==> src/rtl/tcam_init_pkg.sv <==
package tcam_init_pkg;
  typedef enum logic { PH_CLEAR, PH_MASK } phase_e;
  typedef enum logic [1:0] { P_IDLE, P_ISSUE, P_WAIT } poll_st_e;
  typedef enum logic [1:0] { T_IDLE, T_SEL, T_RUN, T_END } top_st_e;

  typedef struct packed {
    logic [31:0] w0;
    logic [31:0] w1;
    logic [31:0] w2;
  } tword_t;

  localparam tword_t WORD_ZERO = '{w0: 32'h0, w1: 32'h0, w2: 32'h0};
  localparam tword_t MASK_EVEN = '{w0: 32'h3fff_ffff, w1: 32'hfff8_0000, w2: 32'h0000_00ff};
  localparam tword_t MASK_ODD  = '{w0: 32'hffff_ffff, w1: 32'hffff_ffff, w2: 32'h0000_00ff};
  localparam logic [31:0] TAIL_W0_WIDE   = 32'hffff_fff9;
  localparam logic [31:0] TAIL_W0_NARROW = 32'hffff_fffd;
endpackage

==> src/rtl/tcam_slot_gen.sv <==
module tcam_slot_gen
  import tcam_init_pkg::*;
#(
  parameter int IDX_W   = 17,
  parameter int ADDR_W  = 32,
  parameter int SHIFT_W = 1
) (
  input  phase_e              phase_i,
  input  logic [IDX_W-1:0]    idx_i,
  input  logic                wide_i,
  input  logic [IDX_W-1:0]    pair_end_i,
  input  logic [ADDR_W-1:0]   data_base_i,
  input  logic [ADDR_W-1:0]   mask_base_i,
  input  logic [SHIFT_W-1:0]  shift_i,
  output logic [ADDR_W-1:0]   addr_o,
  output tword_t              word_o
);
  logic [ADDR_W-1:0] offset;

  assign offset = ADDR_W'(idx_i) << shift_i;

  always_comb begin
    if (phase_i == PH_CLEAR) begin
      addr_o = data_base_i + offset;
      word_o = WORD_ZERO;
    end else begin
      addr_o = mask_base_i + offset;
      if (idx_i < pair_end_i) begin
        word_o = idx_i[0] ? MASK_ODD : MASK_EVEN;
      end else begin
        word_o.w0 = wide_i ? TAIL_W0_WIDE : TAIL_W0_NARROW;
        word_o.w1 = 32'hffff_ffff;
        word_o.w2 = 32'h0000_00ff;
      end
    end
  end
endmodule

==> src/rtl/tcam_cmd_poll.sv <==
module tcam_cmd_poll
  import tcam_init_pkg::*;
#(
  parameter int MAX_POLL = 5
) (
  input  logic clk_i,
  input  logic rst_ni,
  input  logic go_i,
  input  logic rsp_valid_i,
  output logic req_valid_o,
  output logic ok_o,
  output logic fail_o
);
  localparam int POLL_W = $clog2(MAX_POLL + 1);

  poll_st_e           st_q;
  logic [POLL_W-1:0]  cnt_q;
  logic               last_try;

  assign last_try    = (cnt_q == POLL_W'(MAX_POLL - 1));
  assign req_valid_o = (st_q == P_ISSUE);
  assign ok_o        = (st_q == P_WAIT) && rsp_valid_i;
  assign fail_o      = (st_q == P_WAIT) && !rsp_valid_i && last_try;

  always_ff @(posedge clk_i or negedge rst_ni) begin
    if (!rst_ni) begin
      st_q  <= P_IDLE;
      cnt_q <= '0;
    end else begin
      case (st_q)
        P_IDLE:  if (go_i) st_q <= P_ISSUE;
        P_ISSUE: begin
          st_q  <= P_WAIT;
          cnt_q <= '0;
        end
        P_WAIT: begin
          if (rsp_valid_i || last_try) st_q <= P_IDLE;
          else cnt_q <= cnt_q + 1'b1;
        end
        default: st_q <= P_IDLE;
      endcase
    end
  end


  req_pulse_chk: assert property (@(posedge clk_i) disable iff (!rst_ni)
    req_valid_o |=> !req_valid_o);


  poll_bound_chk: assert property (@(posedge clk_i) disable iff (!rst_ni)
    cnt_q < POLL_W'(MAX_POLL));


  no_reissue_chk: assert property (@(posedge clk_i) disable iff (!rst_ni)
    fail_o |=> !req_valid_o);
endmodule

==> src/rtl/tcam_init_seq.sv <==
module tcam_init_seq
  import tcam_init_pkg::*;
#(
  parameter int CNT_W    = 16,
  parameter int ADDR_W   = 32,
  parameter int SHIFT_W  = 1,
  parameter int CMD_W    = 32,
  parameter int MAX_POLL = 5
) (
  input  logic               clk_i,
  input  logic               rst_ni,
  input  logic               start_i,
  input  logic [CNT_W-1:0]   entries_i,
  input  logic               wide_mode_i,
  input  logic [CNT_W-1:0]   srv_base_i,
  input  logic [ADDR_W-1:0]  data_base_i,
  input  logic [ADDR_W-1:0]  mask_base_i,
  input  logic [SHIFT_W-1:0] addr_shift_i,
  input  logic [CMD_W-1:0]   wr_cmd_i,
  output logic               req_valid_o,
  output logic [CMD_W-1:0]   req_cmd_o,
  output logic [ADDR_W-1:0]  req_addr0_o,
  output logic [ADDR_W-1:0]  req_addr1_o,
  output logic [ADDR_W-1:0]  req_addr2_o,
  output logic [31:0]        req_data0_o,
  output logic [31:0]        req_data1_o,
  output logic [31:0]        req_data2_o,
  input  logic               rsp_valid_i,
  output logic               done_o,
  output logic               err_o
);
  localparam int IDX_W = CNT_W + 1;

  top_st_e            st_q;
  phase_e             phase_q;
  logic [IDX_W-1:0]   idx_q, total_q, pair_end_q;
  logic               wide_q, err_q;
  logic [SHIFT_W-1:0] shift_q;
  logic [ADDR_W-1:0]  dbase_q, mbase_q, addr_q;
  logic [CMD_W-1:0]   cmd_q;
  tword_t             word_q;

  logic [IDX_W-1:0]   total_d, sbase_d;
  logic [ADDR_W-1:0]  gen_addr;
  tword_t             gen_word;
  logic               have_slot, go, poll_ok, poll_fail;

  // one wide entry spans two narrow slots
  assign total_d   = wide_mode_i ? {entries_i, 1'b0} : {1'b0, entries_i};
  assign sbase_d   = wide_mode_i ? {srv_base_i, 1'b0} : {1'b0, srv_base_i};
  assign have_slot = idx_q < total_q;
  assign go        = (st_q == T_SEL) && have_slot;

  tcam_slot_gen #(.IDX_W(IDX_W), .ADDR_W(ADDR_W), .SHIFT_W(SHIFT_W)) u_gen (
    .phase_i    (phase_q),
    .idx_i      (idx_q),
    .wide_i     (wide_q),
    .pair_end_i (pair_end_q),
    .data_base_i(dbase_q),
    .mask_base_i(mbase_q),
    .shift_i    (shift_q),
    .addr_o     (gen_addr),
    .word_o     (gen_word)
  );

  tcam_cmd_poll #(.MAX_POLL(MAX_POLL)) u_poll (
    .clk_i      (clk_i),
    .rst_ni     (rst_ni),
    .go_i       (go),
    .rsp_valid_i(rsp_valid_i),
    .req_valid_o(req_valid_o),
    .ok_o       (poll_ok),
    .fail_o     (poll_fail)
  );

  always_ff @(posedge clk_i or negedge rst_ni) begin
    if (!rst_ni) begin
      st_q       <= T_IDLE;
      phase_q    <= PH_CLEAR;
      idx_q      <= '0;
      total_q    <= '0;
      pair_end_q <= '0;
      wide_q     <= 1'b0;
      err_q      <= 1'b0;
      shift_q    <= '0;
      dbase_q    <= '0;
      mbase_q    <= '0;
      addr_q     <= '0;
      cmd_q      <= '0;
      word_q     <= WORD_ZERO;
    end else begin
      case (st_q)
        T_IDLE: if (start_i) begin
          st_q       <= T_SEL;
          phase_q    <= PH_CLEAR;
          idx_q      <= '0;
          total_q    <= total_d;
          // pairs run to the next even slot
          pair_end_q <= sbase_d + IDX_W'(sbase_d[0]);
          wide_q     <= wide_mode_i;
          err_q      <= 1'b0;
          shift_q    <= addr_shift_i;
          dbase_q    <= data_base_i;
          mbase_q    <= mask_base_i;
          cmd_q      <= wr_cmd_i;
        end
        T_SEL: begin
          if (have_slot) begin
            addr_q <= gen_addr;
            word_q <= gen_word;
            idx_q  <= idx_q + 1'b1;
            st_q   <= T_RUN;
          end else if (phase_q == PH_CLEAR) begin
            phase_q <= PH_MASK;
            idx_q   <= '0;
          end else begin
            st_q <= T_END;
          end
        end
        T_RUN: begin
          if (poll_ok) begin
            st_q <= T_SEL;
          end else if (poll_fail) begin
            err_q <= 1'b1;
            st_q  <= T_END;
          end
        end
        T_END:   st_q <= T_IDLE;
        default: st_q <= T_IDLE;
      endcase
    end
  end

  assign done_o      = (st_q == T_END);
  assign err_o       = (st_q == T_END) && err_q;
  assign req_cmd_o   = cmd_q;
  assign req_addr0_o = addr_q;
  assign req_addr1_o = '0;
  assign req_addr2_o = '0;
  assign req_data0_o = word_q.w0;
  assign req_data1_o = word_q.w1;
  assign req_data2_o = word_q.w2;


  abort_report_chk: assert property (@(posedge clk_i) disable iff (!rst_ni)
    poll_fail |=> (done_o && err_o));


  done_pulse_chk: assert property (@(posedge clk_i) disable iff (!rst_ni)
    done_o |=> !done_o);


  hold_while_wait_chk: assert property (@(posedge clk_i) disable iff (!rst_ni)
    (st_q == T_RUN && !poll_ok && !poll_fail) |=> ($stable(req_addr0_o) && $stable(word_q)));


  busy_start_chk: assert property (@(posedge clk_i) disable iff (!rst_ni)
    (st_q != T_IDLE && start_i) |=> ($stable(total_q) && $stable(cmd_q) && $stable(wide_q)));
endmodule

==> config.mk <==
export PLATFORM = sky130hd
export DESIGN_NAME = tcam_init_seq
export DESIGN_NICKNAME = d
export VERILOG_FILES = /design/src/rtl/tcam_init_pkg.sv /design/src/rtl/tcam_slot_gen.sv /design/src/rtl/tcam_cmd_poll.sv /design/src/rtl/tcam_init_seq.sv
export SDC_FILE = /design/constraint.sdc
export NUM_CORES = 1
export LEC_CHECK = 0
export ABC_CLOCK_PERIOD_IN_PS = 7750
export BUFFER_PORTS_ARGS = -buffer_cell sky130_fd_sc_hd__buf_2
export CAP_MARGIN = 20
export CORE_ASPECT_RATIO = 0.75
export CORE_MARGIN = 5
export CORE_UTILIZATION = 57
export CTS_CLUSTER_DIAMETER = 60
export CTS_CLUSTER_SIZE = 8
export DETAILED_ROUTE_END_ITERATION = 8
export PLACE_DENSITY = 0.87
export SLEW_MARGIN = 5
export SYNTH_ARGS = -nofsm -noshare
export SYNTH_HDL_FRONTEND = slang
export SYNTH_SLANG_ARGS = --single-unit
==> constraint.sdc <==
create_clock -name clk_i -period 7.75 [get_ports clk_i]
set_input_delay 0.775 -clock clk_i [delete_from_list [all_inputs] [get_ports clk_i]]
set_output_delay 0.775 -clock clk_i [all_outputs]
set_load 0.03 [all_outputs]
==> flow_summary.yaml <==
setup_path:
  critPathMaxFanout: 48
  critPathKind: "register to register"
  critical_path.startpoint: "phase_q"
  crit_path_start_kind: "register"
  crit_arrival_ps: 4220
  crit_required_ps: 8100
  reg2reg_depth: 11
  r2r_slack_ps: 3880
  cp-endpoint: "req_addr0_o[28]"
  timing.rr.start: "phase_q"
  crit-reg2reg-capture: "req_addr0_o[28]"
  cp-end-kind: "register"
timing:
  max_slew.worst_pin.slew_ps: 971.8
  holdWs_ps: 457.5
  rsz0062_at_grt: "no"
  finalCritPeriodShare_pct: 49.93
  period_minus_slack_ps: 3870
  fmax_ghz: 0.2584
  slew_viol_final: 0
  setup_viol: 0
  fin_worst_skew_ps: 13.24
  report.final.hold_viol_count: 0
  tns_ps: 0
  slew_headroom_pct: 35.14
synthesis:
  syn_area_um2: 12000
  synth_edf_count: 0
  synthXorXnorAreaFrac_pct: 2.919
  synth_top_family_by_area: "simple AND/OR/NAND/NOR gates"
  synth-compound-area-share_pct: 12.63
  yosys.area_share.simple_pct: 18.34
  synth.distinct_cells: 69
  async_flop_share_pct: 100.0
  synthTopCellsByCount: "nand2_1, dfrtp_1, buf_4, o21ai_0, ha_1"
  yosys-top-cells-area: "dfrtp_1, nand2_1, buf_4"
  yosys-mux-area-fraction_pct: 6.558
  ys.flop_type: "dfrtp_1"
  ys_warn_count: 0
  synthAdderAreaFrac_pct: 5.797
  synth_area_leader_cell: "dfrtp_1"
  synth_seq_cells: 193
  avgSynthCellArea_um2: 8.683
  synth-seq-area-share_pct: 40.25
  post-synth-top-count-cell: "nand2_1"
  synth.top_cell.area_share_pct: 40.25
  synth_cells: 1382
clock_network:
  cts_max_level: 4
  cts_hold_repair.buffers: 0
  cts_buffer_depth: 2
  cts_resized: 0
  ctsRootBufferMaster: "clkbuf_16"
  clock_sinks: 193
  numCtsBuffers: 17
  clk_pin_slew_ps: 70
  insertion_delay_ps: 440
  cts_tree: "built"
  post-cts-setup-buffer-count: 0
pwr:
  p_leak_uw: 0.007235
  p_per_area_nw_per_um2: 423.5
  max-vdd-ir-drop_mv: 0.2560
  p_total_uw: 5636
layout:
  drive_gt1_share_pct: 23.22
  area.growth.synth_to_final_pct: 10.90
  nNetsFinal: 1740
  fillers: 1796
global_route:
  grt_start_max_net_pins: 123
  antenna_found_initial: 4
  grt_usage_pct: 24.47
  grt_pass1_wl_mm: 47.43
  grt_pass1_vias: 9646
  grt-ovfl-total: 0
place:
  hpwl_mm: 22.12
  port_buffers: 272
  gp_congestion: 0.9012
min_path:
  hold_path_class: "input pin to async pin"
routing:
  drt_first_pass_iters: 5
  routed-via-count: 9786
  antenna_left: 0
  vias_per_cell: 5.284
  drc_errors: 0
  wirelength_mm: 30.02
  wl_per_cell_um: 16.21
  drtIter0Drc: 650
outcome:
  status: "finished, final reports clean"
floorplanning:
  die_h_um: 135.7
  core_um2: 20950
  start_util_pct: 57.28
  num_rows: 46
  die_area_um2: 24080
  io_pins: 361
  die_w_um: 177.5
run:
  maxCapViolCount: 0
[area by class of cell]
cell class / instances / area, µm² / area share, %
Multi-Input combinational cell: 1016 / 5892 / 44.27
Sequential cell: 193 / 4831 / 36.30
Timing Repair Buffer: 278 / 1435 / 10.78
Clock buffer: 17 / 425.4 / 3.197
Tap cell: 288 / 360.3 / 2.708
Clock inverter: 14 / 192.7 / 1.448
Inverter: 45 / 168.9 / 1.269
Antenna cell: 1 / 2.502 / 0.01880
[worst max-delay path, cell delays in order, from the launching register on]
cell and delay (ps):
dfrtp_2 340, buf_4 550, mux2_2 420, ha_1 240
fa_1 440, a211oi_1 260, o21ai_1 160, o2111ai_1 330
a21oi_1 220, nor2_1 440, nor3_1 140, o31ai_2 230
[registers in the layout, indices dropped and copies added (netlist names)]
name,cells
u_poll.st_q,2
req_cmd_o,32
u_poll.cnt_q,3
req_data0_o,4
total_q,17
err_q,1
wide_q,1
st_q,2
shift_q,1
dbase_q,32
idx_q,17
phase_q,1
mbase_q,32
pair_end_q,16
req_addr0_o,32
[stage by stage]
| step | area (µm²) | util (%) | setup WS, ps | cells |
|---|---|---|---|---|
| 2_1_floorplan | 12330 | - | 4104 | 1469 |
| 3_3_place_gp | 12660 | 60.43 | 4074 | 1819 |
| 3_5_place_dp | 12660 | 60.43 | 3971 | 1819 |
| 4_1_cts | 13280 | 63.38 | 3953 | 1850 |
| 5_1_grt | 13310 | 63.52 | 3669 | 1852 |
| 6_report | 13310 | 63.52 | 3880 | 1852 |
[cell usage in the layout (no fill, tap or decap), drive strengths merged, types with 5 or more instances in the layout]
cell    count
and3        7
nand4      10
nor2       26
nor2b      13
a21boi      6
buf       277
inv        51
clkinv      5
o211ai      7
nand3      19
a21oi      43
dfrtp     193
or3         7
a31oi      16
mux2i      37
a21o       18
nand2     410
mux2       37
o21a        5
ha         54
a211oi      8
conb       88
clkbuf     18
xor2       20
xnor2      20
and2        9
o21ai      90
nor3        7
[where the power goes]
group,switching (µW),internal [µW]
clock,417,519
combinational,1970,923
sequential,351,1450
[layer usage]
layer	track usage (%)	routed length, µm	vias up
met4	7.128	527	6
met1	30.30	12310	4605
met3	6.864	2648	47
li1	-	-	4730
met5	0	34	-
met2	42.05	14500	398
[how the worst min path moves through the flow]
stage	endpoint	startpoint	cells past startpoint	slack, ps
3_3_place_gp	req_cmd_o[13]	req_cmd_o[13]	2	450
2_1_floorplan	total_q[0]	total_q[0]	2	430
3_5_place_dp	req_cmd_o[5]	req_cmd_o[5]	2	460
6_report	req_cmd_o[27]	rst_ni	1	460
4_1_cts	req_cmd_o[5]	req_cmd_o[5]	2	480
5_1_grt	req_cmd_o[5]	req_cmd_o[5]	2	490
[cell families (layout without fill, tap and decap cells)]
kind of cell    Yosys count  count (layout)
simple gates            525             525
mux                      74              74
xor+xnor                 40              40
flops                   193             193
compound gates          234             234
fa+ha+maj                55              55
other cells               1              89
buf+inv                 260             354
No activity file was read; power rests on OpenSTA's default activity.
